**config.mk**
```make
export PLATFORM = sky130hd
export DESIGN_NAME = gpio_irq_bank
export DESIGN_NICKNAME = d
export VERILOG_FILES = /design/src/rtl/gpio_bank_pkg.sv /design/src/rtl/gpio_alias_reg.sv /design/src/rtl/gpio_sync.sv /design/src/rtl/gpio_irq_detect.sv /design/src/rtl/gpio_irq_bank.sv
export SDC_FILE = /design/constraint.sdc
export NUM_CORES = 1
export LEC_CHECK = 0
export ABC_AREA = 1
export BUFFER_PORTS_ARGS = -buffer_cell sky130_fd_sc_hd__buf_2
export CAP_MARGIN = 25
export CORE_MARGIN = 5
export CORE_UTILIZATION = 30
export CTS_CLUSTER_SIZE = 10
export DETAILED_ROUTE_END_ITERATION = 10
export GPL_ROUTABILITY_DRIVEN = 0
export SLEW_MARGIN = 20
export SYNTH_ARGS = -nofsm -noshare
export SYNTH_HDL_FRONTEND = slang
export SYNTH_SLANG_ARGS = --single-unit
```
**constraint.sdc**
```tcl
create_clock -name clk_i -period 3.25 [get_ports clk_i]
set_input_delay 0.65 -clock clk_i [delete_from_list [all_inputs] [get_ports clk_i]]
set_output_delay 0.65 -clock clk_i [all_outputs]
set_load 0.1 [all_outputs]
```
**src/rtl/gpio_bank_pkg.sv**
```systemverilog
package gpio_bank_pkg;

  typedef enum logic [2:0] {
    REG_DOUT = 3'd0,
    REG_DIN  = 3'd1,
    REG_OE   = 3'd2,
    REG_SEL  = 3'd3,
    REG_EN   = 3'd4,
    REG_LEV  = 3'd5,
    REG_POL  = 3'd6,
    REG_STAT = 3'd7
  } reg_idx_e;

  typedef enum logic [1:0] {
    WR_FULL = 2'd0,
    WR_SET  = 2'd1,
    WR_CLR  = 2'd2,
    WR_NONE = 2'd3
  } wr_kind_e;

  // plain control registers, in storage order
  localparam int NUM_CTL = 6;

  function automatic reg_idx_e ctl_reg(int k);
    case (k)
      0:       return REG_DOUT;
      1:       return REG_OE;
      2:       return REG_SEL;
      3:       return REG_EN;
      4:       return REG_LEV;
      default: return REG_POL;
    endcase
  endfunction

endpackage

```
**src/rtl/gpio_alias_reg.sv**
```systemverilog
module gpio_alias_reg
  import gpio_bank_pkg::*;
#(
  parameter int W = 32
) (
  input  logic         clk_i,
  input  logic         rst_ni,
  input  logic         wr_i,
  input  wr_kind_e     kind_i,
  input  logic [W-1:0] wdata_i,
  output logic [W-1:0] q_o
);

  logic [W-1:0] q;

  always_ff @(posedge clk_i or negedge rst_ni) begin
    if (!rst_ni) begin
      q <= '0;
    end else if (wr_i) begin
      case (kind_i)
        WR_FULL: q <= wdata_i;
        WR_SET:  q <= q | wdata_i;
        WR_CLR:  q <= q & ~wdata_i;
        default: q <= q;
      endcase
    end
  end

  assign q_o = q;

endmodule

```
**src/rtl/gpio_sync.sv**
```systemverilog
module gpio_sync #(
  parameter int W      = 32,
  parameter int STAGES = 2
) (
  input  logic         clk_i,
  input  logic         rst_ni,
  input  logic [W-1:0] d_i,
  output logic [W-1:0] q_o
);

  logic [W-1:0] stg [STAGES];

  always_ff @(posedge clk_i or negedge rst_ni) begin
    if (!rst_ni) begin
      for (int s = 0; s < STAGES; s++) stg[s] <= '0;
    end else begin
      stg[0] <= d_i;
      for (int s = 1; s < STAGES; s++) stg[s] <= stg[s-1];
    end
  end

  assign q_o = stg[STAGES-1];

endmodule

```
**src/rtl/gpio_irq_detect.sv**
```systemverilog
module gpio_irq_detect #(
  parameter int W = 32
) (
  input  logic         clk_i,
  input  logic         rst_ni,
  input  logic [W-1:0] cur_i,
  input  logic [W-1:0] sel_i,
  input  logic [W-1:0] lev_i,
  input  logic [W-1:0] pol_i,
  input  logic [W-1:0] clr_i,
  output logic [W-1:0] stat_o
);

  logic [W-1:0] prev_q;
  logic [W-1:0] stat_q;
  logic [W-1:0] raw;
  logic [W-1:0] hit;

  always_ff @(posedge clk_i or negedge rst_ni) begin
    if (!rst_ni) prev_q <= '0;
    else         prev_q <= cur_i;
  end

  // {pol,lev}: 00 fall, 01 low, 10 rise, 11 high
  for (genvar i = 0; i < W; i++) begin : g_pin
    assign raw[i] = lev_i[i] ? ~(cur_i[i] ^ pol_i[i])
                  : (pol_i[i] ? (cur_i[i] & ~prev_q[i]) : (prev_q[i] & ~cur_i[i]));
  end

  assign hit = raw & sel_i;

  // clear dominates a same-cycle hit
  always_ff @(posedge clk_i or negedge rst_ni) begin
    if (!rst_ni) stat_q <= '0;
    else         stat_q <= (stat_q | hit) & ~clr_i;
  end

  assign stat_o = stat_q;

endmodule

```
**src/rtl/gpio_irq_bank.sv**
```systemverilog
module gpio_irq_bank
  import gpio_bank_pkg::*;
#(
  parameter int W           = 32,
  parameter int SYNC_STAGES = 2,
  parameter bit SPLIT_IRQ   = 1'b1
) (
  input  logic         clk_i,
  input  logic         rst_ni,
  input  logic         reg_we_i,
  input  logic [4:0]   reg_addr_i,
  input  logic [W-1:0] reg_wdata_i,
  output logic [W-1:0] reg_rdata_o,
  input  logic [W-1:0] pad_in_i,
  output logic [W-1:0] pad_out_o,
  output logic [W-1:0] pad_oe_o,
  output logic         irq_lo_o,
  output logic         irq_hi_o
);

  localparam int HALF = W / 2;

  reg_idx_e     idx;
  wr_kind_e     kind;
  logic [W-1:0] ctl_q [NUM_CTL];
  logic [W-1:0] dout_q, oe_q, sel_q, en_q, lev_q, pol_q;
  logic [W-1:0] din_q, stat_q, clr_mask, pend;

  assign idx  = reg_idx_e'(reg_addr_i[4:2]);
  assign kind = wr_kind_e'(reg_addr_i[1:0]);

  for (genvar k = 0; k < NUM_CTL; k++) begin : g_ctl
    gpio_alias_reg #(.W(W)) u_reg (
      .clk_i  (clk_i),
      .rst_ni (rst_ni),
      .wr_i   (reg_we_i && (idx == ctl_reg(k))),
      .kind_i (kind),
      .wdata_i(reg_wdata_i),
      .q_o    (ctl_q[k])
    );
  end

  assign dout_q = ctl_q[0];
  assign oe_q   = ctl_q[1];
  assign sel_q  = ctl_q[2];
  assign en_q   = ctl_q[3];
  assign lev_q  = ctl_q[4];
  assign pol_q  = ctl_q[5];

  gpio_sync #(.W(W), .STAGES(SYNC_STAGES)) u_sync (
    .clk_i (clk_i),
    .rst_ni(rst_ni),
    .d_i   (pad_in_i),
    .q_o   (din_q)
  );

  assign clr_mask = (reg_we_i && idx == REG_STAT && kind == WR_CLR) ? reg_wdata_i : '0;

  gpio_irq_detect #(.W(W)) u_det (
    .clk_i (clk_i),
    .rst_ni(rst_ni),
    .cur_i (din_q),
    .sel_i (sel_q),
    .lev_i (lev_q),
    .pol_i (pol_q),
    .clr_i (clr_mask),
    .stat_o(stat_q)
  );

  always_comb begin
    case (idx)
      REG_DOUT: reg_rdata_o = dout_q;
      REG_DIN:  reg_rdata_o = din_q;
      REG_OE:   reg_rdata_o = oe_q;
      REG_SEL:  reg_rdata_o = sel_q;
      REG_EN:   reg_rdata_o = en_q;
      REG_LEV:  reg_rdata_o = lev_q;
      REG_POL:  reg_rdata_o = pol_q;
      default:  reg_rdata_o = stat_q;
    endcase
  end

  assign pad_out_o = dout_q;
  assign pad_oe_o  = oe_q;
  assign pend      = stat_q & en_q;

  if (SPLIT_IRQ) begin : g_split
    assign irq_lo_o = |pend[HALF-1:0];
    assign irq_hi_o = |pend[W-1:HALF];
  end else begin : g_single
    assign irq_lo_o = |pend;
    assign irq_hi_o = 1'b0;
  end

endmodule

```
==> results.json, run 1 <==
{
  "crit_required_ps": 2600,
  "cellLeakagePower_nw": 9.77,
  "dieArea_um2": 59700,
  "setup.worst_path.end_class": "output pin",
  "ys_types": 20,
  "maxCapViolCount": 0,
  "ant_nets": 0,
  "cts_resized": 0,
  "port_buffers": 169,
  "setup_viol": 0,
  "viasPerCell": 5.33,
  "cts-root-buf": "clkbuf_16",
  "finalNetCount": 2463,
  "antenna_found_initial": 2,
  "crit_arrival_ps": 2100,
  "grt_max_degree": 109,
  "ys_ff_latch": 320,
  "core_region_area_um2": 54800,
  "fin_crit_sh": 0.847,
  "yosysSeqAreaShare": 0.486,
  "nFillCells": 5593,
  "hold_viol_final": 0,
  "finalSetupTns_ps": 0,
  "cts.path.max_buffers": 3,
  "critical_path_class": "input port to output pin",
  "syn_area_um2": 16500,
  "clock-sinks": 320,
  "switchingPower_mw": 5.72,
  "start_util": 0.301,
  "drive_gt1_frac": 0.118,
  "worst_setup_path_start_kind": "input port",
  "synthCells": 2268,
  "synth_warnings": 0,
  "routed_wl_um": 62900,
  "slew_headroom": 0.319,
  "wl_per_cell_um": 20.2,
  "seqPwrFrac": 0.383,
  "cts_tree": "yes",
  "multi_input_area_um2": 7220,
  "final_util": 0.363,
  "clk_pin_slew_ps": 60,
  "fmax_mhz": 363,
  "p_int_mw": 8.13,
  "via_count": 16600,
  "status": "finished, final reports clean",
  "cp_max_fo": 98,
  "syn-num-nets": 2343,
  "hold_class": "input port to flip-flop",
  "slew_viol_final": 0,
  "syn2layout_area_growth_pct": 20.5,
  "die_w_um": 244,
  "combPwrFrac": 0.318,
  "dp_hpwl_um": 38400,
  "gr-total-overflow": 0,
  "cts_buffers": 40,
  "postSynthAreaPerCell_um2": 7.27,
  "p_clk_frac": 0.299,
  "grt_pass1_vias": 16026,
  "grt_pass1_wl_um": 96300,
  "drc_errors": 0,
  "power.density_nw_per_um2": 698,
  "worst_pin_slew_ps": 1020,
  "die_h_um": 244,
  "ir_worst_vdd_mv": 0.458,
  "rsz0062_at_grt": "no",
  "drt-initial-drc-count": 1678,
  "final_common_cell": "nand2_1",
  "grt.total_usage": 0.204,
  "swShare": 0.413,
  "clk-insertion-delay-late_ps": 570,
  "skew_ps": 28.3,
  "htree_levels": 2,
  "dr.pass1.iters": 5,
  "pin_count": 170,
  "rows": 86,
  "mostFrequentLayoutCells": "nand2_1, dfrtp_1, nand4_1",
  "seq_area_um2": 8010,
  "min_period_ps": 2750
}
power by group through the flow:
stage / registers [mW] / clock network, mW / logic [mW]
final: 5.30 / 4.14 / 4.41
after global routing: 5.39 / 4.41 / 4.70
after CTS: 5.29 / 4.25 / 4.42
after detailed placement: 5.35 / 0 / 4.41
after global placement: 5.32 / 0 / 4.34
after floorplan: 6.36 / 0 / 1.95
stage by stage:
stage	hold slack [ps]	cell area, µm²	setup slack (ps)	instances	total power [mW]
3_3_place_gp	335	18700	643	3049	9.66
3_5_place_dp	335	18700	641	3049	9.75
4_1_cts	164	19900	642	3111	14.0
6_report	189	19900	498	3113	13.9
5_1_grt	173	19900	480	3112	14.5
2_1_floorplan	331	16500	448	2268	8.30
path summary, 6_finish.rpt:
kind	endpoint	from	slack (ps)	depth (start not counted)
worst min-delay path	u_sync.stg[39]$_DFF_PN0_	pad_in_i[7]	190	1
worst max-delay path	reg_rdata_o[1]	reg_addr_i[2]	500	7
max in group asynchronous	u_sync.q_o[17]$_DFF_PN0_	rst_ni	1790	3
min in group asynchronous	g_ctl[5].u_reg.q_o[4]$_DFFE_PN0P_	rst_ni	550	2
worst max register to register	u_det.stat_o[29]$_DFF_PN0_	u_sync.q_o[29]$_DFF_PN0_	2240	5
worst min register to register	u_sync.q_o[4]$_DFF_PN0_	u_sync.stg[36]$_DFF_PN0_	350	0
synth_stat cells:
cell type,count,share of area
nor2_4,2,0.0014
buf_2,73,0.022
inv_1,169,0.038
inv_2,6,0.0014
buf_4,4,0.0018
dfrtp_1,320,0.49
o21ai_0,143,0.043
nor2_8,1,0.0012
nand4_1,168,0.064
clkbuf_1,44,0.010
ha_1,3,0.0023
buf_1,18,0.0041
o21ai_1,113,0.034
nand3_1,101,0.031
a21oi_1,64,0.019
nand2_1,869,0.20
nor3_1,32,0.0097
nand2_2,2,0.00076
nor2_1,132,0.030
nor2_2,4,0.0015
timing repair:
item                                    4_1_cts  5_1_grt
endpoints found under the setup margin        0        0
endpoints found under the hold margin        19        0
buffers inserted                              0        0
hold buffers                                  1        0
registers in the layout (all words and copies together) (netlist names):
| register | flops |
|---|---|
| u_det.stat_o | 32 |
| u_sync.q_o | 32 |
| u_det.prev_q | 32 |
| g_ctl.u_reg.q_o | 192 |
| u_sync.stg | 32 |
logic make-up (layout without fill, tap and decap cells):
logic type               Yosys count  count (layout)  share of synthesized area
AO/OA/AOI/OAI                    320             320                     0.0971
adder cells (fa/ha/maj)            3               3                    0.00228
buffers and inverters            314             453                     0.0779
flip-flops                       320             320                      0.486
other                              0               2                          0
AND/OR/NAND/NOR                 1311            1311                      0.337
worst max-delay path, cell delays in order:
cell and delay, ps:
buf_4 150, buf_12 350, nand4_1 170, nand2_1 100, nor2_1 50, nand3_1 200
buf_12 210
final cells by class:
type                            count  area share
Timing Repair Buffer              217      0.0967
Multi-Input combinational cell   1634       0.364
Clock buffer                       56      0.0554
Sequential cell                   320       0.403
Tap cell                          704      0.0444
Antenna cell                        2    0.000252
Inverter                          175      0.0331
Clock inverter                      5     0.00328
per-layer routing:
| metal | wire length (µm) | vias up | GRT usage |
|---|---|---|---|
| met3 | 5190 | 163 | 0.0398 |
| met5 | 19 | - | 0 |
| li1 | - | 7614 | - |
| met1 | 27100 | 7960 | 0.284 |
| met2 | 28200 | 861 | 0.314 |
| met4 | 2330 | 2 | 0.0809 |
No activity file was read; power rests on OpenSTA's default activity.
==> run 2, diff against run 1 <==
- ABC_AREA: 1 -> 0
- clock period: 3.25 -> 2.35 ns (I/O delays scaled with it)
==> run 2 against run 1 <==
The flow now finishes with violations (negative setup slack). Routed wire length is 25% lower. Cell count is 29% lower. First-iteration DRC count is 48% lower. Die area is 12% lower. Clock skew is 9.2 ps lower. Critical path depth is 3 lower. Highest routed layer unchanged. Area after synthesis is 13% lower. Register-to-register slack worse by 1100 ps. Utilization is 3.8 points higher. Combinational power is 76% higher.
==> results.json, run 2 <==
{
  "synthCells": 1354,
  "largest_reg_flops": 192,
  "cts_tree": "yes",
  "power.density_nw_per_um2": 1110,
  "clk-insertion-delay-late_ps": 550,
  "place_inst": 2085,
  "violations": "negative setup slack",
  "postSynthAreaPerCell_um2": 10.6,
  "hold_viol_final": 0,
  "worst_slack_ps": -49.6,
  "slew_viol_final": 0,
  "synthMostInstantiatedCell": "a21oi_1",
  "die_h_um": 229,
  "maxCapViolCount": 0,
  "syn2layout_area_growth_pct": 32.4,
  "setup.worst_path.end_class": "output pin",
  "synth_top_family_by_area": "compound AO/OA/AOI/OAI gates",
  "wl_per_cell_um": 21.4,
  "worstPathCellList": "a22o_1, a221oi_2, nand4_1, buf_8",
  "dp_hpwl_um": 31400,
  "via_count": 11937,
  "synth_warnings": 0,
  "hold_class": "input port to flip-flop",
  "skew_ps": 19.0,
  "ys_types": 38,
  "synthSimpleGateAreaFrac": 0.0358,
  "grt_max_degree": 70,
  "clock-sinks": 320,
  "cts-root-buf": "clkbuf_16",
  "status": "finished with violations",
  "drive_gt1_frac": 0.303,
  "htree_levels": 2,
  "cp_max_fo": 3,
  "drc_errors": 0,
  "antenna_found_initial": 3,
  "synth.area.mux_share": 0.0506,
  "ir_worst_vdd_mv": 0.564,
  "pin_count": 170,
  "cellLeakagePower_nw": 8.11,
  "cts.path.max_buffers": 3,
  "rows": 80,
  "pre_cts_ws_ps": -117,
  "max_stage_delay_ps": 450,
  "syn-num-nets": 1429,
  "clk_pin_slew_ps": 50,
  "synth_xor_area_frac": 0.0366,
  "finalNetCount": 1647,
  "core_region_area_um2": 47500,
  "synthAdderAreaFrac": 0.00261,
  "ys.flop_type": "dfrtp_1",
  "die_w_um": 229,
  "dieArea_um2": 52400,
  "grt_pass1_wl_um": 73200,
  "routed_wl_um": 47400,
  "setup_viol": 2,
  "grt_pass1_vias": 12231,
  "ant_nets": 0,
  "grt.total_usage": 0.175,
  "worst_pin_slew_ps": 637,
  "fin_crit_sh": 1.02,
  "ys_ff_latch": 320,
  "critPathSlowestCell": "dfrtp_2",
  "crit_arrival_ps": 1930,
  "mostFrequentLayoutCells": "a21oi_1, dfrtp_1, buf_2",
  "min_period_ps": 2400,
  "final_cells": 2215,
  "yosysSeqAreaShare": 0.557,
  "final_common_cell": "a21oi_1",
  "finalSetupTns_ps": -66.9,
  "dr.pass1.iters": 5,
  "drt-initial-drc-count": 872,
  "ys_async_sr_fraction": 1.00,
  "viasPerCell": 5.39,
  "worst_setup_path_start_kind": "flip-flop",
  "slew_headroom": 0.576,
  "synth_edf_count": 0,
  "crit_required_ps": 1880,
  "port_buffers": 169,
  "ys_top_cells_by_count": "a21oi_1, dfrtp_1, buf_2",
  "final_util": 0.400,
  "critical_path_class": "flip-flop to output pin",
  "rsz0062_at_grt": "yes",
  "synth-compound-area-share": 0.270,
  "cts_buffers": 39,
  "syn_area_um2": 14400,
  "gr-total-overflow": 0,
  "fmax_mhz": 417,
  "start_util": 0.302,
  "synth_top_area_share": 0.557,
  "synth.largest_area_cell": "dfrtp_1",
  "synthTopCellsByArea": "dfrtp_1, a21oi_1, xnor2_1, mux2_2, buf_2"
}
==> run 2: changes by cell type after synthesis, moves of 37 or more <==
cell      change
nand2b_1     +37
nor2_1      -124
o21ai_0     -140
xnor2_1      +60
o21ai_1     -113
a21oi_1     +354
nand3_1      -98
nand2_1     -834
nand4_1     -166
inv_1       -133
==> run 2: cell type report <==
class | instances | area, µm²
clock buffer | 66 | 1120
sequential | 320 | 8060
tap | 615 | 769
antenna | 1 | 2.50
timing repair buffer | 299 | 2790
clock inverter | 2 | 38.8
multi-input combinational | 876 | 6120
fill | 4579 | 28500
inverter | 36 | 135
==> run 2: power by group <==
| group | switching (mW) | internal [mW] | leakage [nW] | total [mW] |
|---|---|---|---|---|
| Combinational | 5.23 | 2.55 | 3.86 | 7.78 |
| Sequential | 1.02 | 6.60 | 3.69 | 7.63 |
| Clock | 2.31 | 3.32 | 0.555 | 5.63 |
| Total | 8.56 | 12.5 | 8.11 | 21.0 |
==> run 2: through the flow <==
stage               instance area, µm²  power, mW  hold WS, ps
floorplan                        14500       12.8          174
global placement                 16900       14.8          332
detailed placement               16900       14.9          335
CTS                              18600       20.9        0.234
global route                     19000       22.0         14.3
finish                           19000       21.0         26.7
==> run 2: path summary, 6_finish.rpt <==
kind,slack (ps),to,startpoint,cells after the start
worst max-delay path,-50,irq_hi_o,g_ctl[3].u_reg.q_o[16]$_DFFE_PN0P_,4
worst min-delay path,30,u_sync.stg[36]$_DFF_PN0_,pad_in_i[4],1
worst max register to register,1170,u_det.stat_o[1]$_DFF_PN0_,g_ctl[5].u_reg.q_o[1]$_DFFE_PN0P_,5
worst min register to register,350,u_sync.q_o[13]$_DFF_PN0_,u_sync.stg[45]$_DFF_PN0_,0
max in group asynchronous,1090,g_ctl[0].u_reg.q_o[3]$_DFFE_PN0P_,rst_ni,3
min in group asynchronous,500,g_ctl[1].u_reg.q_o[6]$_DFFE_PN0P_,rst_ni,2
==> run 2: worst max-delay path, delay by kind of cell (launching register included) <==
family | cells | cell delay, ps
compound gates | 2 | 470
flops | 1 | 450
buf+inv | 1 | 240
simple gates | 1 | 230
==> run 2: what timing repair did <==
action | in CTS | in global routing
endpoints found under the hold margin | 66 | 0
resized for setup | 49 | 41
pin swaps | 17 | 29
setup buffers | 29 | 21
hold buffers | 9 | 0
endpoints found under the setup margin | 34 | 34
gates cloned | 1 | 2
==> run 2: layer usage <==
layer,track usage,wire [µm],vias to the layer above
met5,0,20,-
met4,0.0624,1330,4
met3,0.0427,3740,79
met2,0.268,21200,487
met1,0.244,21100,5982
li1,-,-,5385
==> run 2: logic make-up after synthesis <==
group,after synthesis
buf+inv,158
compound gates,651
simple gates,97
flops,320
fa+ha+maj,3
xor+xnor,60
mux,65
